==> src/rtl/isqrt_serial.sv <==
module isqrt_serial #(
  parameter int RAD_W = 32
) (
  input  logic               clk,
  input  logic               rst_n,
  input  logic               start,
  input  logic [RAD_W-1:0]   radicand,
  output logic               busy,
  output logic               done,
  output logic [RAD_W/2-1:0] root,
  output logic [RAD_W/2:0]   rem
);
  localparam int ROOT_W = RAD_W / 2;
  localparam int CNT_W  = (ROOT_W > 1) ? $clog2(ROOT_W) : 1;

  logic [RAD_W-1:0] acc;
  logic [RAD_W-1:0] part;
  logic [RAD_W-1:0] wgt;
  logic [CNT_W-1:0] cnt;

  logic [RAD_W:0] trial;
  logic           fits;

  assign trial = {1'b0, part} + {1'b0, wgt};
  assign fits  = ({1'b0, acc} >= trial);

  always_ff @(posedge clk or negedge rst_n) begin
    if (!rst_n) begin
      acc  <= '0;
      part <= '0;
      wgt  <= '0;
      cnt  <= '0;
      busy <= 1'b0;
      done <= 1'b0;
    end else begin
      done <= 1'b0;
      if (!busy) begin
        if (start) begin
          acc  <= radicand;
          part <= '0;
          wgt  <= {2'b01, {(RAD_W-2){1'b0}}};
          cnt  <= CNT_W'(ROOT_W - 1);
          busy <= 1'b1;
        end
      end else begin
        if (fits) begin
          acc  <= acc - trial[RAD_W-1:0];
          part <= (part >> 1) + wgt;
        end else begin
          part <= part >> 1;
        end
        wgt <= wgt >> 2;
        cnt <= cnt - 1'b1;
        if (cnt == '0) begin
          busy <= 1'b0;
          done <= 1'b1;
        end
      end
    end
  end

  assign root = part[ROOT_W-1:0];
  assign rem  = acc[ROOT_W:0];

  a_r2_accept: assert property (@(posedge clk) disable iff (!rst_n)
    (start && !busy) |=> busy);
  a_r2_run_continues: assert property (@(posedge clk) disable iff (!rst_n)
    (busy && cnt != '0) |=> (busy && !done));
  a_r2_run_ends: assert property (@(posedge clk) disable iff (!rst_n)
    (busy && cnt == '0) |=> (!busy && done));
  a_r3_single_pulse: assert property (@(posedge clk) disable iff (!rst_n)
    done |=> !done);
  a_r3_hold: assert property (@(posedge clk) disable iff (!rst_n)
    (!busy && !start) |=> ($stable(root) && $stable(rem)));
  a_r4_no_reload: assert property (@(posedge clk) disable iff (!rst_n)
    busy |=> (acc <= $past(acc)));
  a_r6_rem_bound: assert property (@(posedge clk) disable iff (!rst_n)
    done |-> (rem <= {root, 1'b0}));
endmodule

==> config.mk <==
export PLATFORM = sky130hd
export DESIGN_NAME = isqrt_serial
export DESIGN_NICKNAME = d
export VERILOG_FILES = /design/src/rtl/isqrt_serial.sv
export SDC_FILE = /design/constraint.sdc
export NUM_CORES = 1
export LEC_CHECK = 0
export BUFFER_PORTS_ARGS = -buffer_cell sky130_fd_sc_hd__buf_4
export CORE_ASPECT_RATIO = 1.5
export CORE_MARGIN = 4
export CORE_UTILIZATION = 45
export DETAILED_ROUTE_END_ITERATION = 16
export SLEW_MARGIN = 15
export SYNTH_ARGS = -nofsm -noshare
export SYNTH_HDL_FRONTEND = slang
export SYNTH_SLANG_ARGS = --single-unit
==> constraint.sdc <==
create_clock -name clk -period 6.25 [get_ports clk]
set_clock_uncertainty 0.1 [all_clocks]
set_input_delay 0.9375 -clock clk [delete_from_list [all_inputs] [get_ports clk]]
set_output_delay 0.9375 -clock clk [all_outputs]
set_load 0.05 [all_outputs]
After elaboration in Yosys (flattened, before gate mapping)
Index checks and enable logic that the tools add are counted.
- $add $sub $neg: 4
- magnitude comparators: 1
- equal/unequal tests: 1
- muxes and demuxes: 15
- reductions and logical operators: 3
- operators by type and width (cell ; count):
    $mux W32 ; 8
    $add A32 B32 Y33 ; 1
    $ge A32 B33 Y1 ; 1
    $add A31 B32 Y32 ; 1
    $sub A32 B32 Y32 ; 1
    $mux W4 ; 2
    $mux W1 ; 5
    $logic_not A4 Y1 ; 1
    $sub A4 B1 Y4 const B ; 1
    $ne A2 B1 Y1 const B ; 1
    $reduce_and A2 Y1 ; 1
    $reduce_bool A2 Y1 ; 1
- bits in registers: 102
- output and inout bits: 35
- logic and storage cells: 30

Depth between registers and ports, before layout
- depth after elaboration: 4
- depth in mapped cells: 24
- gate-level depth less buffers: 21

Least setup slack after synthesis
Ideal clock, no wire load.
- path kind: register -> register
- start point: reg part[10]
- end point: reg acc[20]
- library setup time: 125 ps
- arrival time: 4583 ps
- required time: 6025 ps
- slack: 1442 ps
- stages on the path, launching flop included: 22
- clock period less this slack: 4808 ps
- cells stage by stage: dfrtp_1 > ha_1 > a31oi_1 > nor2_1 > a211o_1 > nor3b_2 > or2_2 > a41o_1 > nor2b_1 > o21ai_1 > xor2_1 > ha_1 > and3_1 > and3_1 > nand3_1 > nor3_1 > o21ai_1 > and3_1 > buf_2 > o31ai_2 > buf_2 > mux2_2
- cells in the longest elaborated chain, start to end: 4
- RTL lines (what ; line ; text):
    start, declared ; 17 ; logic [RAD_W-1:0] part;
    start signal, assigned ; 48 ; part <= (part >> 1) + wgt;
    start signal, assigned ; 50 ; part <= part >> 1;
    $add A32 B32 Y33 (*) ; 24 ; assign trial = {1'b0, part} + {1'b0, wgt};
    $ge A32 B33 Y1 / $sub A32 B32 Y32 (equally long branches) ; 25, 47 ;
    $ne A2 B1 Y1 (no line) / $mux W32 (equally long branches) ; n/a ;
    $reduce_and A2 Y1 (no line) / $mux W32 (equally long branches) ; n/a ;
    end signal, assigned ; 39 ; acc <= radicand;
    end signal, assigned ; 47 ; acc <= acc - trial[RAD_W-1:0];
    end, declared ; 16 ; logic [RAD_W-1:0] acc;
Mark *: on every way between the ends. The rest lies on a longest branch, timed or not. The select of a mux whose other input is x is not followed.
A chain may end at the register's enable or synchronous reset.

Final worst setup path
- start point: reg part[0]
- end point: reg part[1]
- cells in the longest elaborated chain, start to end: 4
- RTL lines (what ; line ; text):
    $add A32 B32 Y33 ; 24 ;
    $ge A32 B33 Y1 ; 25 ; assign fits = ({1'b0, acc} >= trial);
    $mux W32 ; 46 ; if (fits) begin
    $mux W32 ; 37 ; if (!busy) begin
Every way passes these cells.

==> flow_summary.yaml <==
yosys:
  synthArstFlopShare: 1.00
  yosysSeqAreaShare: 0.278
  syn_area_um2: 7730
  yosysTopAreaCellShare: 0.278
  syn_nets: 1036
  yosysTopAreaCell: "dfrtp_1"
  synthFlopType: "dfrtp_1"
  yosys_warnings: 0
  synth.avg_cell_area_um2: 8.30
  synth_enable_flop_cells: 0
  synth_area_leaders: "dfrtp_1, ha_1, nand2_1, xnor2_1, o21ai_0"
  synth_cells: 932
  synth.distinct_cells: 77
  ys_seq_elements: 86
detailed_routing:
  routed_wl_um: 21100
  vias: 6744
  wl_per_cell_um: 18.2
  dr.first_iter.drc_count: 316
  ant_nets: 0
  viasPerCell: 5.83
  drc: 0
  firstDrtPassIters: 5
sta:
  finalCritPeriodShare: 0.853
  worstMarginPinSlew_ns: 0.716
  slew_viol_final: 0
  fin_setup_tns_ns: 0
  fin_crit_ns: 5.33
  clock.fmax_ghz: 0.188
  setup_viol: 0
  grt_setup_unrepaired: "no"
  max-slew-margin-rel: 0.523
  hold_violations: 0
grt:
  grt_pass1_vias: 6711
  grt_max_degree: 68
  grtUsageMet2: 0.388
  gr-usage-met3: 0.0347
  grt_pass1_wl_um: 34000
  grt_util_met1: 0.272
  grt.overflow.total: 0
  antenna_found_initial: 0
  busiest_layer: "met2"
  grtUsageTotal: 0.219
placed_design:
  place.gp.congestion: 0.877
  placed_cell_area_um2: 8140
  io_buffers: 69
  dp_hpwl_um: 15400
  place_inst: 1140
floorplanning:
  die_width_um: 115
  start_util: 0.459
  fp-row-count: 58
  fp.dieH_um: 169
  io_pins: 70
  dieArea_um2: 19400
  core_um2: 16800
critical_path:
  cp-end-kind: "flip-flop"
  cp-start-kind: "flip-flop"
  arrival_ns: 5.44
  cp_max_fo: 14
  worstSetupPathType: "flip-flop to flip-flop"
  required_ns: 6.36
clocking:
  clkSlewWorstSetupHoldPaths_ns: 0.07
  clock_sinks: 86
  clk_latency_ns: 0.36
  post_cts_buffers: 0
  cts_tree: "done"
  htree_levels: 3
  cts_buffer_depth: 2
  clockRootBuffer: "clkbuf_16"
  hold_buffers: 0
  cts_made_buffers: 9
  cts_resized: 0
final_layout:
  stdcell_area_um2: 8450
  finalNonFillerCells: 1156
  area_growth_pct: 9.24
  drive_above_1_share: 0.135
  fin_util: 0.502
  final.fill_count: 1651
  fin_nets: 1045
  antenna_cells: 0
status:
  status: "finished, final reports clean"
worst_hold_path:
  hp-class: "input pin to async pin"
flow_run:
  maxCapViolCount: 0
[placed cells by master, fill, tap and decap left out, types with 4 or more instances in the layout]
| cell type | count |
|---|---|
| a21oi_1 | 64 |
| nor2b_1 | 13 |
| nor2_1 | 70 |
| a22o_1 | 4 |
| nand2b_1 | 4 |
| dfrtp_1 | 85 |
| o21ai_0 | 68 |
| nand3_1 | 16 |
| nor3b_2 | 4 |
| and2_1 | 4 |
| mux2i_1 | 25 |
| a31o_2 | 8 |
| o22ai_1 | 12 |
| o21ai_1 | 14 |
| ha_1 | 68 |
| a32oi_1 | 5 |
| a21o_1 | 9 |
| buf_4 | 76 |
| clkbuf_16 | 9 |
| o21bai_1 | 9 |
| xnor2_1 | 47 |
| inv_1 | 15 |
| nor3_1 | 23 |
| o21a_1 | 8 |
| and3_1 | 10 |
| nand4_1 | 8 |
| a211oi_1 | 4 |
| a31oi_1 | 32 |
| nand2_1 | 116 |
| xor2_1 | 38 |
| and4_1 | 4 |
[final cells by class]
| cell class | count | area (um^2) | share of cell area |
|---|---|---|---|
| Inverter | 16 | 60.1 | 0.00711 |
| Multi-Input combinational cell | 751 | 5070 | 0.600 |
| Clock inverter | 5 | 56.3 | 0.00667 |
| Tap cell | 210 | 263 | 0.0311 |
| Clock buffer | 11 | 253 | 0.0299 |
| Sequential cell | 86 | 2150 | 0.255 |
| Timing Repair Buffer | 77 | 591 | 0.0699 |
[worst max-delay path, stage by stage (launching register included)]
cell      delay, ns
dfrtp_1        0.40
ha_1           0.23
ha_1           0.21
a21oi_1        0.24
o21ai_1        0.18
a211o_1        0.32
nor3b_2        0.18
or2_2          0.32
a41o_1         0.27
nor2b_1        0.13
o21ai_1        0.14
xor2_1         0.16
ha_1           0.32
nand2_1        0.09
nand2_1        0.06
a21o_1         0.17
a21o_1         0.18
a221oi_1       0.21
and3_1         0.32
or2_1          0.60
mux2i_1        0.26
o21ai_0        0.09
[routing by layer]
metal	share of wire	wire length, um
met1	0.43	9140
met2	0.51	10700
met3	0.038	794
met4	0.020	412
met5	0	0
[registers in the layout, indices dropped and copies added (netlist names)]
name	cells
acc	32
wgt	16
part	32
done	1
cnt	4
busy	1
[cells in the mapped netlist, drive strengths merged, types with 2 or more instances]
library cell / instances
and3: 10
a221oi: 3
dfrtp: 86
a21oi: 64
xnor2: 47
o31a: 2
a31oi: 32
nand3: 16
xor2: 38
nor2b: 13
o221a: 2
mux2i: 25
a211o: 3
a21o: 9
nand2: 116
mux2: 3
o22ai: 12
or2: 4
nor2: 73
inv: 16
a22o: 4
nor3b: 7
nand4: 9
ha: 68
o31ai: 4
nand2b: 4
o211ai: 4
a21boi: 4
clkbuf: 29
o21a: 8
and4: 5
a32oi: 5
buf: 50
o41ai: 3
a41oi: 3
and2: 4
nor4: 3
a31o: 8
o311ai: 2
a211oi: 4
o21ai: 83
o21bai: 10
nor3: 23
[cells by family (layout without fill, tap and decap cells)]
| family | count (synthesis) | after routing | synth area share |
|---|---|---|---|
| AND/OR/NAND/NOR | 289 | 289 | 0.176 |
| AO/OA/AOI/OAI | 280 | 280 | 0.232 |
| buffers and inverters | 95 | 109 | 0.0673 |
| flip-flops | 86 | 86 | 0.278 |
| XOR/XNOR | 85 | 85 | 0.0963 |
| adder cells (fa/ha/maj) | 69 | 69 | 0.113 |
| multiplexers | 28 | 28 | 0.0367 |
[worst paths after layout]
path,endpoint,startpoint,slack (ns),cells after the start
max,part[1],part[0],0.92,21
min,acc[6],rst_n,0.42,1
max reg2reg,part[1],part[0],0.92,21
min reg2reg,done,cnt[3],0.42,1
max in group asynchronous,wgt[10],rst_n,4.55,2
min in group clk,done,cnt[3],0.42,1
[per-stage QoR]
stage          setup slack (ns)  hold slack, ns
2_1_floorplan              1.44           0.362
3_3_place_gp              0.998           0.402
5_1_grt                   0.472           0.441
6_report                  0.919           0.418
3_5_place_dp              0.894           0.406
4_1_cts                   0.900           0.416
Power is not shown: default switching activity piles up to over one toggle a cycle in this logic, so the estimate is an artifact.
